**src/rtl/sc_pw_pkg.sv**
```systemverilog
package sc_pw_pkg;

  typedef enum logic [1:0] {
    SPD_1X  = 2'd0,
    SPD_2X  = 2'd1,
    SPD_4X  = 2'd2,
    SPD_4XB = 2'd3
  } spd_e;

  // Right-shift applied to the base frame length for a speed code.
  function automatic int unsigned spd_shift(input spd_e s);
    case (s)
      SPD_1X:  spd_shift = 0;
      SPD_2X:  spd_shift = 1;
      default: spd_shift = 2;
    endcase
  endfunction

endpackage

```
**src/rtl/sc_rdclk_sync.sv**
```systemverilog
module sc_rdclk_sync (
  input  logic clk,
  input  logic rst_n,
  input  logic rd_clk_async,
  output logic rd_rise
);

  logic s1_q, s2_q, s3_q;

  always_ff @(posedge clk or negedge rst_n) begin
    if (!rst_n) begin
      s1_q <= 1'b0;
      s2_q <= 1'b0;
      s3_q <= 1'b0;
    end else begin
      s1_q <= rd_clk_async;
      s2_q <= s1_q;
      s3_q <= s2_q;
    end
  end

  assign rd_rise = s2_q & ~s3_q;

  // a detected edge never lasts two cycles
  assert_single_rise_R10: assert property (@(posedge clk) disable iff (!rst_n)
    rd_rise |=> !rd_rise);

endmodule

```
**src/rtl/sc_frame_timer.sv**
```systemverilog
module sc_frame_timer
  import sc_pw_pkg::*;
#(
  parameter int BASE_FRAME = 2048,
  parameter int FS_WIDTH   = 16
) (
  input  logic       clk,
  input  logic       rst_n,
  input  logic [1:0] speed_sel,
  output logic       frame_tick,
  output logic       frm_pulse
);

  localparam int CNT_W = $clog2(BASE_FRAME);
  localparam int FSW_W = $clog2(FS_WIDTH + 1);
  localparam logic [CNT_W-1:0] RELOAD_1X = CNT_W'(BASE_FRAME - 1);
  localparam logic [CNT_W-1:0] RELOAD_2X = CNT_W'((BASE_FRAME >> 1) - 1);
  localparam logic [CNT_W-1:0] RELOAD_4X = CNT_W'((BASE_FRAME >> 2) - 1);
  localparam logic [FSW_W-1:0] FS_LOAD   = FSW_W'(FS_WIDTH);

  logic [CNT_W-1:0] cnt_q, cnt_d, reload;
  logic [FSW_W-1:0] fs_q, fs_d;

  always_comb begin
    case (spd_shift(spd_e'(speed_sel)))
      0:       reload = RELOAD_1X;
      1:       reload = RELOAD_2X;
      default: reload = RELOAD_4X;
    endcase
  end

  assign frame_tick = (cnt_q == '0);

  always_comb begin
    cnt_d = frame_tick ? reload : cnt_q - 1'b1;
    if (frame_tick)        fs_d = FS_LOAD;
    else if (fs_q != '0)   fs_d = fs_q - 1'b1;
    else                   fs_d = fs_q;
  end

  always_ff @(posedge clk or negedge rst_n) begin
    if (!rst_n) begin
      cnt_q <= RELOAD_1X;
      fs_q  <= '0;
    end else begin
      cnt_q <= cnt_d;
      fs_q  <= fs_d;
    end
  end

  assign frm_pulse = (fs_q != '0);

  // strobe follows every frame start
  assert_strobe_after_tick_R3: assert property (@(posedge clk) disable iff (!rst_n)
    frame_tick |=> frm_pulse);

  // a frame start is never followed by another one at once
  assert_no_back_to_back_R2: assert property (@(posedge clk) disable iff (!rst_n)
    frame_tick |=> !frame_tick);

endmodule

```
**src/rtl/sc_pw_shifter.sv**
```systemverilog
module sc_pw_shifter #(
  parameter int PW_BITS = 8
) (
  input  logic               clk,
  input  logic               rst_n,
  input  logic               port_en,
  input  logic               load,
  input  logic               rd_rise,
  input  logic               in_valid,
  input  logic [PW_BITS-1:0] in_byte,
  input  logic               in_sync,
  output logic               pw_bit,
  output logic               cur_sync
);

  localparam int RC_W = $clog2(PW_BITS + 1);
  localparam logic [RC_W-1:0] RC_LAST = RC_W'(PW_BITS);

  logic [PW_BITS-1:0] pend_q, pend_d, cur_q, cur_d;
  logic               pvld_q, pvld_d, psync_q, psync_d, csync_q, csync_d;
  logic [RC_W-1:0]    rc_q, rc_d;
  logic               pw_q, pw_d;
  logic               rd_ok;

  assign rd_ok = rd_rise & port_en & ~load;

  always_comb begin
    pend_d  = pend_q;
    psync_d = psync_q;
    pvld_d  = pvld_q;
    cur_d   = cur_q;
    csync_d = csync_q;
    rc_d    = rc_q;
    pw_d    = pw_q;
    if (load) begin
      cur_d   = pvld_q ? pend_q : '0;
      csync_d = pvld_q & psync_q;
      pvld_d  = 1'b0;
      rc_d    = '0;
      pw_d    = 1'b0;
    end else if (rd_ok) begin
      if (rc_q != RC_LAST) begin
        pw_d  = cur_q[PW_BITS-1];
        cur_d = {cur_q[PW_BITS-2:0], 1'b0};
        rc_d  = rc_q + 1'b1;
      end else begin
        pw_d = 1'b0;
      end
    end
    if (in_valid) begin
      pend_d  = in_byte;
      psync_d = in_sync;
      pvld_d  = 1'b1;
    end
  end

  always_ff @(posedge clk or negedge rst_n) begin
    if (!rst_n) begin
      pend_q  <= '0;
      psync_q <= 1'b0;
      pvld_q  <= 1'b0;
      cur_q   <= '0;
      csync_q <= 1'b0;
      rc_q    <= '0;
      pw_q    <= 1'b0;
    end else begin
      pend_q  <= pend_d;
      psync_q <= psync_d;
      pvld_q  <= pvld_d;
      cur_q   <= cur_d;
      csync_q <= csync_d;
      rc_q    <= rc_d;
      pw_q    <= pw_d;
    end
  end

  assign pw_bit   = pw_q;
  assign cur_sync = csync_q;

  // a frame start leaves the serial bit low
  assert_low_after_load_R4: assert property (@(posedge clk) disable iff (!rst_n)
    load |=> !pw_bit);

  // edges past the last channel give a low level
  assert_zero_past_w_R5: assert property (@(posedge clk) disable iff (!rst_n)
    (rd_rise && port_en && !load && rc_q == RC_LAST) |=> !pw_bit);

  // disabled port keeps its read position
  assert_hold_when_off_R9: assert property (@(posedge clk) disable iff (!rst_n)
    (!port_en && !load) |=> $stable(rc_q));

  // pending data only moves at a frame start
  assert_cur_stable_R6: assert property (@(posedge clk) disable iff (!rst_n)
    (!load && !rd_ok) |=> $stable(cur_q));

endmodule

```
**src/rtl/sc_pw_port.sv**
```systemverilog
module sc_pw_port #(
  parameter int BASE_FRAME = 2048,
  parameter int FS_WIDTH   = 16,
  parameter int PW_BITS    = 8
) (
  input  logic               clk,
  input  logic               rst_n,
  input  logic               port_en,
  input  logic [1:0]         speed_sel,
  input  logic               sc_valid,
  input  logic [PW_BITS-1:0] sc_byte,
  input  logic               sc_sync_frame,
  input  logic               rd_clk,
  output logic               blk_sync,
  output logic               frm_sync,
  output logic               pw_data
);

  logic rst_m_q, rst_s_q;
  logic frame_tick, frm_pulse, rd_rise, pw_bit, cur_sync;

  // asynchronous assertion, synchronous release
  always_ff @(posedge clk or negedge rst_n) begin
    if (!rst_n) begin
      rst_m_q <= 1'b0;
      rst_s_q <= 1'b0;
    end else begin
      rst_m_q <= 1'b1;
      rst_s_q <= rst_m_q;
    end
  end

  sc_rdclk_sync u_sync (
    .clk          (clk),
    .rst_n        (rst_s_q),
    .rd_clk_async (rd_clk),
    .rd_rise      (rd_rise)
  );

  sc_frame_timer #(
    .BASE_FRAME (BASE_FRAME),
    .FS_WIDTH   (FS_WIDTH)
  ) u_timer (
    .clk        (clk),
    .rst_n      (rst_s_q),
    .speed_sel  (speed_sel),
    .frame_tick (frame_tick),
    .frm_pulse  (frm_pulse)
  );

  sc_pw_shifter #(
    .PW_BITS (PW_BITS)
  ) u_shift (
    .clk      (clk),
    .rst_n    (rst_s_q),
    .port_en  (port_en),
    .load     (frame_tick),
    .rd_rise  (rd_rise),
    .in_valid (sc_valid),
    .in_byte  (sc_byte),
    .in_sync  (sc_sync_frame),
    .pw_bit   (pw_bit),
    .cur_sync (cur_sync)
  );

  assign blk_sync = port_en & cur_sync;
  assign frm_sync = port_en & frm_pulse;
  assign pw_data  = port_en & pw_bit;

  // outputs quiet while the internal reset is held
  assert_quiet_in_reset_R1: assert property (@(posedge clk)
    !rst_s_q |-> (!blk_sync && !frm_sync && !pw_data));

endmodule

```
**config.mk**
```make
export PLATFORM = sky130hd
export DESIGN_NAME = sc_pw_port
export DESIGN_NICKNAME = d
export VERILOG_FILES = /design/src/rtl/sc_pw_pkg.sv /design/src/rtl/sc_rdclk_sync.sv /design/src/rtl/sc_frame_timer.sv /design/src/rtl/sc_pw_shifter.sv /design/src/rtl/sc_pw_port.sv
export SDC_FILE = /design/constraint.sdc
export NUM_CORES = 1
export LEC_CHECK = 0
export BUFFER_PORTS_ARGS = -buffer_cell sky130_fd_sc_hd__buf_2
export CAP_MARGIN = 20
export CORE_ASPECT_RATIO = 0.75
export CORE_MARGIN = 2
export CORE_UTILIZATION = 45
export DETAILED_ROUTE_END_ITERATION = 10
export PLACE_DENSITY = 0.59
export SETUP_SLACK_MARGIN = 0.15
export SLEW_MARGIN = 15
export SYNTH_ARGS = -nofsm -noshare
export SYNTH_HDL_FRONTEND = slang
export SYNTH_SLANG_ARGS = --single-unit
```
**constraint.sdc**
```tcl
create_clock -name clk -period 2.2 [get_ports clk]
set_clock_uncertainty 0.15 [all_clocks]
set_input_delay 0.11 -clock clk [delete_from_list [all_inputs] [get_ports clk]]
set_output_delay 0.11 -clock clk [all_outputs]
set_load 0.01 [all_outputs]
```
Word-level counts from Yosys, hierarchy flattened --
Cells that the tools add are included.
Word-level totals: output and inout port bits 3, register bits 45, input bits 16, logic and storage cells 55
Operators by class: multiplexer cells 17, equality and inequality tests 3, bitwise gates (word level) 9, reduce and logical (&&, ||, !) cells 9, add/sub/neg operators 3
Operator list (number):
- zero test 32 bit | 1
- two-way mux 8 bit | 4
- case mux 11 bit (2 select lines) | 1
- two-way mux 4 bit | 3
- zero test 11 bit | 1
- two-way mux 11 bit | 1
- subtractor 11 x 1 -> 11 bit, second input constant | 1
- two-way mux 5 bit | 2
- nonzero test 2 bit | 4
- AND 1 bit | 7
- two-way mux 1 bit | 5
- nonzero test 5 bit | 1
- subtractor 5 x 1 -> 5 bit, second input constant | 1
- adder 4 x 1 -> 4 bit, second input constant | 1
- equality test 2 x 1 -> 1 bit, second input constant | 2
- inequality test 4 bit, second input constant | 1
- case mux 2 bit (2 select lines) | 1
- zero test 2 bit | 1
- NOT 1 bit | 2
- AND reduction 2 bit | 1

Longest topological paths before layout --
Gate-level depths: netlist (run 1).
depth in word-level cells 6, depth in mapped cells 7, gate-level depth less buffers 6

Hierarchy --
From an unflattened synthesis (run 1), not the netlist that was laid out.
Second synthesis, totals: cell total of the unflattened synthesis 200, area total of the unflattened synthesis 2149.6 um^2
Modules (own cells, without submodules):
- sc_pw_shifter | cells an instance 102, area an instance 1094.8 um^2, instances 1, seq. area each 600.6 um^2
- sc_frame_timer | cells an instance 88, area an instance 893.4 um^2, instances 1, seq. area each 414.1 um^2
- sc_rdclk_sync | cells an instance 4, area an instance 88.8 um^2, instances 1, seq. area each 75.1 um^2
- sc_pw_port | cells an instance 6, area an instance 72.6 um^2, instances 1, seq. area each 50.0 um^2

Worst setup path before layout (run 1) --
Ideal clock, no wire load.
path type reg2reg, from register u_timer.cnt_q[2], to register u_timer.cnt_q[9], library setup time 0.088 ns, required time 1.962 ns, data arrival time 1.511 ns, path buffers 0, cell stages (with the launch flop) 5, clock period less this slack 1.749 ns, setup slack 0.451 ns, path through dfstp_2 > or4_4 > or3_4 > o41ai_2 > o21ai_1
On the way: word-level cells in the longest chain between the ends 2, elaborated cells between the ends (all ways) 3, classes of those cells add/sub: 1; mux: 1; reduce/logical: 1
Ends and longest elaborated chain:
- start: declaration | RTL line sc_frame_timer.sv:21 | logic [CNT_W-1:0] cnt_q, cnt_d, reload;
- start signal: assignment | RTL line sc_frame_timer.sv:46 | cnt_q <= cnt_d;
- subtractor 11 x 1 -> 11 bit / zero test 11 bit (equally long branches) | RTL line sc_frame_timer.sv:35, sc_frame_timer.sv:32
- two-way mux 11 bit * | RTL line sc_frame_timer.sv:35 | cnt_d = frame_tick ? reload : cnt_q - 1'b1;
- named net u_timer.cnt_d[9] | RTL line sc_frame_timer.sv:21
The timed path passes the listed nets; every way through them passes the cells marked *. A chain may end at the register's enable or synchronous reset.

Worst setup path after layout (run 1) --
from register u_timer.fs_q[0], to output frm_sync
On the way: word-level cells in the longest chain between the ends 2
Ends and longest elaborated chain:
- start: declaration | RTL line sc_frame_timer.sv:22 | logic [FSW_W-1:0] fs_q, fs_d;
- start signal: assignment | RTL line sc_frame_timer.sv:47 | fs_q <= fs_d;
- nonzero test 5 bit | RTL line sc_frame_timer.sv:51 | assign frm_pulse = (fs_q != '0);
- AND 1 bit | RTL line sc_pw_port.sv:67 | assign frm_sync = port_en & frm_pulse;
- end: declaration | RTL line sc_pw_port.sv:15 | output logic frm_sync,
Every way passes these cells.

==> impl_metrics.csv, run 1 <==
group,metric,value,unit
run_status,status,"completed",
die,dieArea,0.00501,mm^2
die,die_w,81.1,um
logic_synthesis,syn-num-nets,200,
setup_path,crit_fanout,5,
die,rows,20,
grt,antenna_found_initial,0,
logic_synthesis,netlist_instances,179,
logic_synthesis,synth_area,0.00200,mm^2
routing,drt-total-wl,3710,um
run,max_cap_violations,0,
finish,fill_cells,367,
grt,grtUsageTotal,17.3,%
setup_path,crit_type,"reg2out",
pwr,power_density,806,mW/mm^2
min_path,whs_path_depth,2,
setup_path,cp-end-kind,"output port",
pwr,leakagePower,1.20,nW
min_path,hold_class,"in2reg",
setup_path,cp.required,1.94,ns
finish,multi_input_area,816,um^2
routing,drt_iter0_drc,72,
cts,postCtsSetupBuffers,0,
cts,htreeDepth,2,
sta,hold_viol_final,0,
finish,final_common_cell,"dfrtp_1",
logic_synthesis,yosysSeqAreaShare,56.9,%
die,core,0.00415,mm^2
min_path,hp-start,"sc_valid",
die,io_pins,19,
sta,rsz0062_at_grt,"no",
cts,clockBufferDepth,2,
routing,avgRoutedWirePerCell,13.6,um
sta,finalCritPeriodShare,84.9,%
placement,dp_hpwl,2420,um
cts,cts_tree,"built",
finish,regArea,0.00114,mm^2
sta,slew_viol_final,0,
sta,worst_pin_slew,0.649,ns
finish,nets,238,
cts,worstSkewPairLatency,0.30,ns
sta,fmax,535,MHz
placement,gp_congestion,0.894,
setup_path,r2r_start,"u_timer.cnt_q[2]",
logic_synthesis,yosysWarnings,0,
setup_path,r2r_cells,4,
logic_synthesis,ys_types,39,
finish,drive_above_1_share,25.7,%
cts,clkSlewWorstSetupHoldPaths,0.09,ns
sta,min_period,1.87,ns
setup_path,cp-start-kind,"flop",
setup_path,cp.arrival,1.61,ns
logic_synthesis,synth_seq_cells,45,
finish,synthToLayoutAreaGrowth,24.2,%
sta,tns,0,ns
grt,grt_overflow,0,
logic_synthesis,avgSynthCellArea,11.2,um^2
pwr,peakVddDrop,0.000451,V
die,start_util,48.3,%
sta,slew_headroom,56.7,%
routing,drc,0,
grt,grt_pass1_wl,6420,um
grt,grt_max_degree,30,
finish,most-common-layout-cells,"34 x dfrtp_1, 18 x a21oi_1, 18 x buf_2",
routing,drt.antenna.violating_nets,0,
cts,cts_made_buffers,5,
cts,clock-sinks,45,
finish,num_antenna_cells,0,
routing,post_drt_via_cell_ratio,5.11,
cts,cts_root_buf,"clkbuf_8",
die,die_h,61.8,um
finish,final_util,59.9,%
grt,grt_pass1_vias,1420,
routing,num_vias,1395,
routing,first_pass_iters,4,
sta,setup_viol,0,
placement,io_buffers,18,
setup_path,crit_start,"u_timer.fs_q[0]",
[cells in the mapped netlist]
| master | count | share of area (%) |
|---|---|---|
| nand3b_1 | 1 | 0.37 |
| xnor2_1 | 4 | 1.7 |
| a21oi_1 | 18 | 4.5 |
| or3_1 | 1 | 0.31 |
| nand4_1 | 1 | 0.31 |
| or4_4 | 1 | 0.56 |
| nor4_2 | 1 | 0.62 |
| nor3_1 | 2 | 0.50 |
| dfrtp_1 | 34 | 42 |
| mux2i_1 | 9 | 4.5 |
| conb_1 | 1 | 0.19 |
| nor4b_2 | 1 | 0.75 |
| o31ai_1 | 1 | 0.37 |
| a21o_1 | 2 | 0.75 |
| o22ai_1 | 1 | 0.31 |
| nor2_1 | 15 | 2.8 |
| and3b_1 | 1 | 0.44 |
| clkbuf_1 | 4 | 0.75 |
| buf_2 | 1 | 0.25 |
| or3_4 | 1 | 0.56 |
| nor4_1 | 2 | 0.62 |
| o211ai_1 | 1 | 0.37 |
| and2_1 | 3 | 0.94 |
| o41ai_2 | 1 | 0.81 |
| ha_1 | 5 | 3.1 |
| mux2_2 | 9 | 5.1 |
| nor2b_1 | 2 | 0.62 |
| o21ai_0 | 1 | 0.25 |
| nand3_1 | 5 | 1.2 |
| a2bb2oi_1 | 1 | 0.44 |
| buf_1 | 1 | 0.19 |
| and3_1 | 1 | 0.31 |
| dfstp_2 | 11 | 14 |
| o21ai_1 | 7 | 1.7 |
| nand2_1 | 14 | 2.6 |
| xor2_1 | 4 | 1.7 |
| inv_1 | 9 | 1.7 |
| nand4b_1 | 1 | 0.44 |
| nand2b_1 | 1 | 0.31 |
[power by group]
group | internal (mW) | switching (mW)
Clock | 0.457 | 0.287
Sequential | 0.936 | 0.0781
Combinational | 0.137 | 0.109
Total | 1.53 | 0.475
[registers in the layout (all words and copies together) (netlist names)]
register	flops
u_sync.s3_q	1
u_shift.pw_bit	1
u_shift.psync_q	1
u_timer.fs_q	5
u_shift.rc_q	4
u_shift.cur_q	8
rst_s_q	1
u_sync.s1_q	1
u_sync.s2_q	1
u_shift.cur_sync	1
u_shift.pvld_q	1
u_timer.cnt_q	11
rst_m_q	1
u_shift.pend_q	8
[cell families (layout without fill, tap and decap cells)]
logic type                 after synthesis  count (layout)  share of synthesized area (%)
AOI/OAI and AO/OA                       33              33                           9.55
xor gates and xnor gates                 8               8                           3.50
adders and majority gates                5               5                           3.12
buffers and inverters                   15              54                           2.87
DFF                                     45              45                           56.9
muxes                                   18              18                           9.55
other                                    1               1                          0.187
and+or+nand+nor                         54              54                           14.4
[final cells by class]
class / count / share of cell area (%)
multi-input combinational: 119 / 32.8
clock inverter: 3 / 2.77
tap: 55 / 2.77
clock buffer: 5 / 2.77
timing repair buffer: 37 / 11.8
inverter: 9 / 1.36
sequential: 45 / 45.8
[metrics by stage]
stage / instances / hold WS, ns / worst slack [ns] / instance area, um^2 / power, mW
3_3_place_gp: 251 / -0.256 / 0.404 / 2200 / 1.24
5_1_grt: 273 / 0.0279 / 0.210 / 2490 / 2.12
6_report: 273 / 0.0186 / 0.332 / 2490 / 2.01
3_5_place_dp: 251 / -0.254 / 0.369 / 2200 / 1.26
4_1_cts: 273 / 0.0168 / 0.208 / 2480 / 2.03
2_1_floorplan: 179 / -0.336 / 0.451 / 2000 / 1.18
[critical path, cell delays in order (launching register included)]
cell,delay (ns)
dfrtp_1,0.39
inv_1,0.09
ha_1,0.24
nor4b_4,0.37
nor2b_1,0.08
buf_2,0.15
[worst paths after layout]
path | endpoint | slack [ns]
setup / recovery | frm_sync | 0.33
hold / removal | u_shift.pvld_q | 0.02
setup reg to reg | u_timer.cnt_q[9] | 0.36
hold reg to reg | u_sync.s2_q | 0.12
max in group asynchronous | u_shift.cur_q[7] | 1.21
min in group asynchronous | u_sync.s2_q | 0.12
[routing by layer]
metal / GRT usage [%] / part of all wire (%) / routed length [um] / up-vias
met3: 4.48 / 4.2 / 156 / 13
met4: 7.51 / 2.2 / 82 / 0
met2: 29.9 / 47 / 1740 / 41
met1: 21.1 / 47 / 1730 / 647
met5: 0 / 0 / 0 / -
li1: - / - / - / 694
[timing repair]
item / CTS / global route
endpoints found under the hold margin: 13 / 0
endpoints found under the setup margin: 0 / 1
hold buffers: 14 / 0
gates resized for setup: 0 / 1
Note: power is estimated with default switching activity, not from simulation.
==> run 2, diff against run 1 <==
==> constraint.sdc (replaced) <==
create_clock -name clk -period 1.8 [get_ports clk]
set_clock_uncertainty 0.15 [all_clocks]
set_input_delay 0.09 -clock clk [delete_from_list [all_inputs] [get_ports clk]]
set_output_delay 0.09 -clock clk [all_outputs]
set_load 0.01 [all_outputs]
==> run 2 against run 1 <==
Compared with the run above: the flow now finishes with violations (setup timing); sequential share of layout area shrank 2.1 points; final cell count grew 5.5%; count of clock-buffer cells in the layout is the same; largest power group unchanged; critical endpoint is now u_timer.cnt_q[9].
==> impl_metrics.csv, run 2 (synthesis gave the netlist of run 1 again) <==
group,metric,value,unit
routing,wl_met2,1810,um
cts,cts_made_buffers,5,
min_path,hold_class,"reg2async",
setup_path,r2r_start,"u_timer.cnt_q[2]",
run_status,status,"finished with violations",
cts,htreeDepth,2,
routing,num_vias,1467,
pwr,clkPwrFrac,32.1,%
setup_path,cp-start-kind,"flop",
routing,drt.antenna.violating_nets,0,
setup_path,crit_fanout,5,
setup_path,cp-end-kind,"flop",
cts,clkSlewWorstSetupHoldPaths,0.08,ns
sta,tns,-0.00464,ns
placement,gp_congestion,0.757,
finish,most-common-layout-cells,"34 x dfrtp_1, 18 x a21oi_1, 18 x buf_2",
die,io_pins,19,
cts,clockBufferDepth,2,
grt,antenna_found_initial,0,
sta,hold_slack,0.0755,ns
finish,regMostFlops,"u_timer.cnt_q",
run_status,violations,"setup timing",
placement,dp.cells,256,
finish,drive_above_1_share,32.2,%
placement,io_buffers,18,
finish,nets,253,
finish,final_common_cell,"dfrtp_1",
routing,drt-total-wl,3840,um
finish,largest_reg_flops,11,
routing,avgRoutedWirePerCell,13.3,um
die,start_util,48.3,%
sta,slew_viol_final,0,
setup_path,r2r-end,"u_timer.cnt_q[9]",
sta,finalCritPeriodShare,100,%
sta,min_period,1.80,ns
finish,design_area,0.00261,mm^2
pwr,power.internal,1.72,mW
pwr,leakagePower,1.25,nW
die,die_w,81.1,um
run,max_cap_violations,0,
routing,highest_layer,"met4",
finish,synthToLayoutAreaGrowth,30.2,%
grt,grt_overflow,0,
sta,fmax,554,MHz
cts,clock-sinks,45,
setup_path,cp.required,1.87,ns
routing,drc,0,
routing,wl_met1,1830,um
sta,setup_viol,1,
placement,place_area,0.00223,mm^2
sta,hold_viol_final,0,
pwr,p_switching,0.555,mW
pwr,switching_share,24.3,%
pwr,power_density,873,mW/mm^2
die,dieArea,0.00501,mm^2
finish,num_antenna_cells,0,
grt,grt_pass1_wl,6230,um
cts,cts_root_buf,"clkbuf_8",
setup_path,cp.arrival,1.87,ns
die,die_h,61.8,um
sta,fin_ws,-0.00464,ns
die,core,0.00415,mm^2
setup_path,r2r_cells,4,
pwr,comb_power_share,13.5,%
routing,drt_iter0_drc,49,
pwr,peakVddDrop,0.000460,V
grt,grt_pass1_vias,1377,
routing,post_drt_via_cell_ratio,5.09,
placement,dp_hpwl,2480,um
cts,cts_tree,"built",
die,rows,20,
grt,grtUsageTotal,17.0,%
pwr,seqPwrFrac,54.4,%
cts,worstSkewPairLatency,0.30,ns
finish,reg.largest.list,"u_timer.cnt_q (11), u_shift.cur_q (8), u_shift.pend_q (8)",
sta,rsz0062_at_grt,"yes",
grt,grt_max_degree,31,
routing,first_pass_iters,4,
routing,wl_met3,149,um
setup_path,r2r_setup_slack,-0.005,ns
finish,fin_cells,288,
setup_path,crit_type,"reg2reg",
run 2: cell types whose count changed in the layout (fill, tap and decap cells not counted), sizes merged:
cell	before	now
buf	23	35
bufinv	2	1
clkbuf	5	6
clkinv	0	1
clkinvlp	0	1
dlygate4sd3	14	16
inv	10	9
run 2: power groups by stage:
stage	sequential, mW	clock [mW]	combinational [mW]
2_1_floorplan	1.24	0	0.207
3_3_place_gp	1.25	0	0.265
3_5_place_dp	1.26	0	0.280
4_1_cts	1.24	0.753	0.307
5_1_grt	1.26	0.799	0.357
6_report	1.24	0.732	0.309
run 2: layer usage:
metal | GRT usage (%) | up-vias
met5 | 0 | -
li1 | - | 724
met4 | 8.23 | 0
met1 | 21.1 | 711
met2 | 28.0 | 25
met3 | 4.91 | 7
run 2: timing repair:
item	4_1_cts	5_1_grt
buffers inserted	3	4
resized for setup	5	6
hold buffers	16	0
gates cloned	0	1
endpoints found under the setup margin	11	26
hold endpoints to repair	15	0
pin swaps	1	2
run 2: final cells by class:
class                   instances  area (um^2)
well taps                      55         68.8
fillers                       348         1540
flip-flops and latches         45         1140
repair buffers                 52          402
inverters                       9         33.8
multi-input cells             119          856
clock inverters                 3         41.3
clock buffers                   5         68.8
run 2: stage by stage:
| step | power, mW | worst slack, ns | utilization (%) |
|---|---|---|---|
| 6_report | 2.28 | -0.00464 | 62.8 |
| 3_5_place_dp | 1.54 | -0.00925 | 53.7 |
| 4_1_cts | 2.30 | -0.0175 | 61.2 |
| 2_1_floorplan | 1.45 | 0.0510 | - |
| 5_1_grt | 2.41 | -0.0410 | 62.8 |
| 3_3_place_gp | 1.51 | 0.0466 | 53.7 |
run 2: how the worst max path moves through the flow:
stage	start	to	slack (ns)	cells after the start
2_1_floorplan	u_timer.cnt_q[2]	u_timer.cnt_q[9]	0.05	4
3_3_place_gp	u_timer.cnt_q[2]	u_timer.cnt_q[9]	0.05	4
3_5_place_dp	u_timer.cnt_q[2]	u_timer.cnt_q[9]	-0.009	4
4_1_cts	u_timer.cnt_q[2]	u_timer.cnt_q[9]	-0.02	4
5_1_grt	u_timer.cnt_q[2]	u_timer.cnt_q[9]	-0.04	4
6_report	u_timer.cnt_q[2]	u_timer.cnt_q[9]	-0.005	4
run 2: worst max-delay path, stage by stage (launching register included):
cell and delay [ns]:
dfstp_2 0.40, or4_4 0.51, or3_4 0.36, o41ai_2 0.20
o21ai_1 0.10
==> run 3, diff against run 2 <==
--- a/config.mk
+++ b/config.mk
@@ -10,10 +10,13 @@
 export CORE_ASPECT_RATIO = 0.75
 export CORE_MARGIN = 2
 export CORE_UTILIZATION = 45
+export CTS_BUF_LIST = sky130_fd_sc_hd__clkbuf_4 sky130_fd_sc_hd__clkbuf_8
+export CTS_CLUSTER_DIAMETER = 150
 export DETAILED_ROUTE_END_ITERATION = 10
 export PLACE_DENSITY = 0.59
 export SETUP_SLACK_MARGIN = 0.15
 export SLEW_MARGIN = 15
 export SYNTH_ARGS = -nofsm -noshare
 export SYNTH_HDL_FRONTEND = slang
+export SYNTH_HIERARCHICAL = 1
 export SYNTH_SLANG_ARGS = --single-unit
==> run 3 against run 2 <==
Compared with the run above: the flow still finishes with violations (setup timing); core utilization rose by 0.15 points; total power fell by 3.6%; count of clock-buffer cells in the layout rose by 2; final cell count rose by 6.6%; worst hold slack got worse by 0.056 ns; setup slack got worse by 0.053 ns; sequential cell count did not move; non-clock buffer count fell by 2; combinational power rose by 16%; critical endpoint is now frm_sync; highest routed layer unchanged.
==> impl_metrics.csv, run 3 <==
group,metric,value,unit
run_status,status,"finished with violations",
run_status,violations,"setup timing",
pwr,power.internal,1.60,mW
sta,setup_viol,1,
logic_synthesis,ys_types,46,
cts,cts_tree,"built",
die,io_pins,19,
die,rows,21,
pwr,comb_power_share,16.3,%
logic_synthesis,async_reset_ff_share,100,%
setup_path,cp-start-kind,"flop",
cts,cts_root_buf,"clkbuf_8",
logic_synthesis,syn-num-nets,221,
placement,dp_hpwl,2910,um
sta,fin_ws,-0.0574,ns
grt,grtUsageTotal,18.1,%
logic_synthesis,synthTopCellsByCount,"34 x dfrtp_1, 16 x nand2_1, 12 x inv_1, 11 x dfstp_2, 11 x o21ai_1",
grt,use_met2,28.1,%
routing,drt_iter0_drc,70,
finish,largest_reg_flops,11,
logic_synthesis,yosys.area.top_type,"dfrtp_1",
grt,grt_pass1_vias,1698,
sta,tns,-0.0574,ns
run,max_cap_violations,0,
cts,cts_made_buffers,5,
sta,worst_pin_slew,0.527,ns
min_path,hold_class,"in2reg",
pwr,leakagePower,1.26,nW
finish,most-common-layout-cells,"34 x dfrtp_1, 17 x buf_2, 16 x buf_4, 16 x nand2_1, 14 x dlygate4sd3_1",
sta,hold_viol_final,0,
routing,first_pass_iters,4,
logic_synthesis,synth_seq_cells,45,
placement,dp.cells,271,
grt,grt_max_degree,44,
routing,drt-total-wl,4700,um
grt,grt_pass1_wl,7740,um
finish,synthToLayoutAreaGrowth,32.4,%
die,core,0.00452,mm^2
logic_synthesis,yosysSeqAreaShare,53.0,%
setup_path,crit_type,"reg2out",
logic_synthesis,ys.flop_type,"dfrtp_1",
finish,nets,270,
pwr,finalPower,2.20,mW
grt,gr-usage-met1,24.4,%
finish,drive_above_1_share,42.4,%
grt,antenna_found_initial,0,
pwr,power_density,772,mW/mm^2
finish,num_antenna_cells,0,
finish,fill_cells,389,
logic_synthesis,synth_area_leaders,"dfrtp_1 40%, dfstp_2 13%, mux2_2 4.7%",
sta,fmax,538,MHz
logic_synthesis,yosys.cell_count.top_type,"dfrtp_1",
placement,place_area,0.00232,mm^2
grt,grt_util_met3,5.17,%
die,dieArea,0.00535,mm^2
routing,avgRoutedWirePerCell,15.3,um
setup_path,cp.arrival,1.62,ns
routing,num_vias,1680,
logic_synthesis,netlist_instances,200,
die,die_w,83.8,um
cts,clock-sinks,45,
pwr,clkPwrFrac,29.0,%
finish,fin_cells,307,
sta,min_period,1.86,ns
cts,htreeDepth,2,
logic_synthesis,synth_top_area_share,39.6,%
routing,drc,0,
setup_path,cp.required,1.56,ns
finish,reg.largest.list,"u_timer/cnt_q (11), u_shift/cur_q (8), u_shift/pend_q (8)",
placement,gp_congestion,0.782,
finish,regMostFlops,"u_timer/cnt_q",
routing,drt.antenna.violating_nets,0,
placement,io_buffers,18,
die,start_util,47.6,%
grt,top_usage_layer,"met2",
pwr,seqPwrFrac,54.6,%
pwr,peakVddDrop,0.000527,V
setup_path,cp-end-kind,"output port",
setup_path,crit_fanout,2,
cts,clkSlewWorstSetupHoldPaths,0.08,ns
sta,finalCritPeriodShare,103,%
cts,clockBufferDepth,2,
finish,design_area,0.00285,mm^2
logic_synthesis,yosysWarnings,6,
pwr,switching_share,27.2,%
sta,slew_viol_final,0,
sta,rsz0062_at_grt,"yes",
die,die_h,63.9,um
sta,slew_headroom,64.9,%
logic_synthesis,synth_edf_count,0,
pwr,p_switching,0.598,mW
logic_synthesis,avgSynthCellArea,10.7,um^2
cts,worstSkewPairLatency,0.29,ns
logic_synthesis,synth_area,0.00215,mm^2
grt,grt_overflow,0,
routing,post_drt_via_cell_ratio,5.47,
finish,final_common_cell,"dfrtp_1",
## run 3: cells by family (layout without fill, tap and decap cells)
| family | Yosys count | count (layout) | synth area share [%] |
|---|---|---|---|
| other | 1 | 1 | 0.174 |
| flip-flops | 45 | 45 | 53.0 |
| buffers and inverters | 23 | 73 | 5.24 |
| adder cells (fa/ha/maj) | 5 | 5 | 2.91 |
| AND/OR/NAND/NOR | 64 | 64 | 17.7 |
| multiplexers | 11 | 11 | 5.65 |
| AO/OA/AOI/OAI | 47 | 47 | 13.7 |
| XOR/XNOR | 4 | 4 | 1.63 |
## run 3: worst paths after layout
| check | from | endpoint | slack [ns] | cells after the start |
|---|---|---|---|---|
| min in group asynchronous | rst_s_q | u_shift/psync_q | 0.17 | 1 |
| min | speed_sel[1] | u_timer/cnt_q[9] | 0.02 | 3 |
| max | u_timer/fs_q[0] | frm_sync | -0.06 | 5 |
| min reg2reg | rst_s_q | u_shift/psync_q | 0.17 | 1 |
| max reg2reg | u_timer/cnt_q[0] | u_shift/cur_q[2] | 0.09 | 7 |
| max in group asynchronous | rst_n | rst_s_q | 0.88 | 3 |
## run 3: stage by stage
step | hold slack, ns | setup slack [ns] | utilization, %
after CTS | 0.0180 | -0.0770 | 58.9
after floorplan | -0.356 | 0.0844 | -
after global routing | 0.0256 | -0.120 | 63.0
after global placement | -0.276 | 0.105 | 51.2
final | 0.0190 | -0.0574 | 63.0
after detailed placement | -0.266 | 0.0497 | 51.2
## run 3: worst max-delay path: stages (launching register included)
cell and delay (ns):
dfrtp_1 0.40, inv_2 0.08, ha_4 0.13, or4b_4 0.45
and2_4 0.15, buf_6 0.11
## run 3: repair_timing
action | in CTS | in global routing
resized for setup | 6 | 35
setup buffers | 9 | 3
gates cloned | 2 | 0
hold buffers | 15 | 0
setup endpoints to repair | 18 | 22
endpoints found under the hold margin | 14 | 0
pin swaps | 3 | 10
## run 3: layer usage
layer | share of wire (%) | vias to the layer above
li1 | - | 812
met1 | 49 | 834
met2 | 47 | 27
met3 | 3.1 | 7
met4 | 1.1 | 0
met5 | 0 | -
## run 3: final cells by class
cell class / count / area, um^2 / area share (%)
sequential: 45 / 1140 / 40.0
multi-input combinational: 132 / 1090 / 38.3
timing repair buffer: 50 / 379 / 13.3
clock buffer: 7 / 83.8 / 2.95
tap: 57 / 71.3 / 2.51
inverter: 13 / 56.3 / 1.98
timing repair inverter: 2 / 17.5 / 0.615
clock inverter: 1 / 7.51 / 0.264
## run 3: power by group through the flow
stage          clock, mW  sequential, mW  combinational (mW)
6_report           0.638            1.20               0.359
3_3_place_gp           0            1.20               0.254
2_1_floorplan          0            1.20               0.204
5_1_grt            0.715            1.21               0.395
3_5_place_dp           0            1.21               0.267
4_1_cts            0.647            1.19               0.298
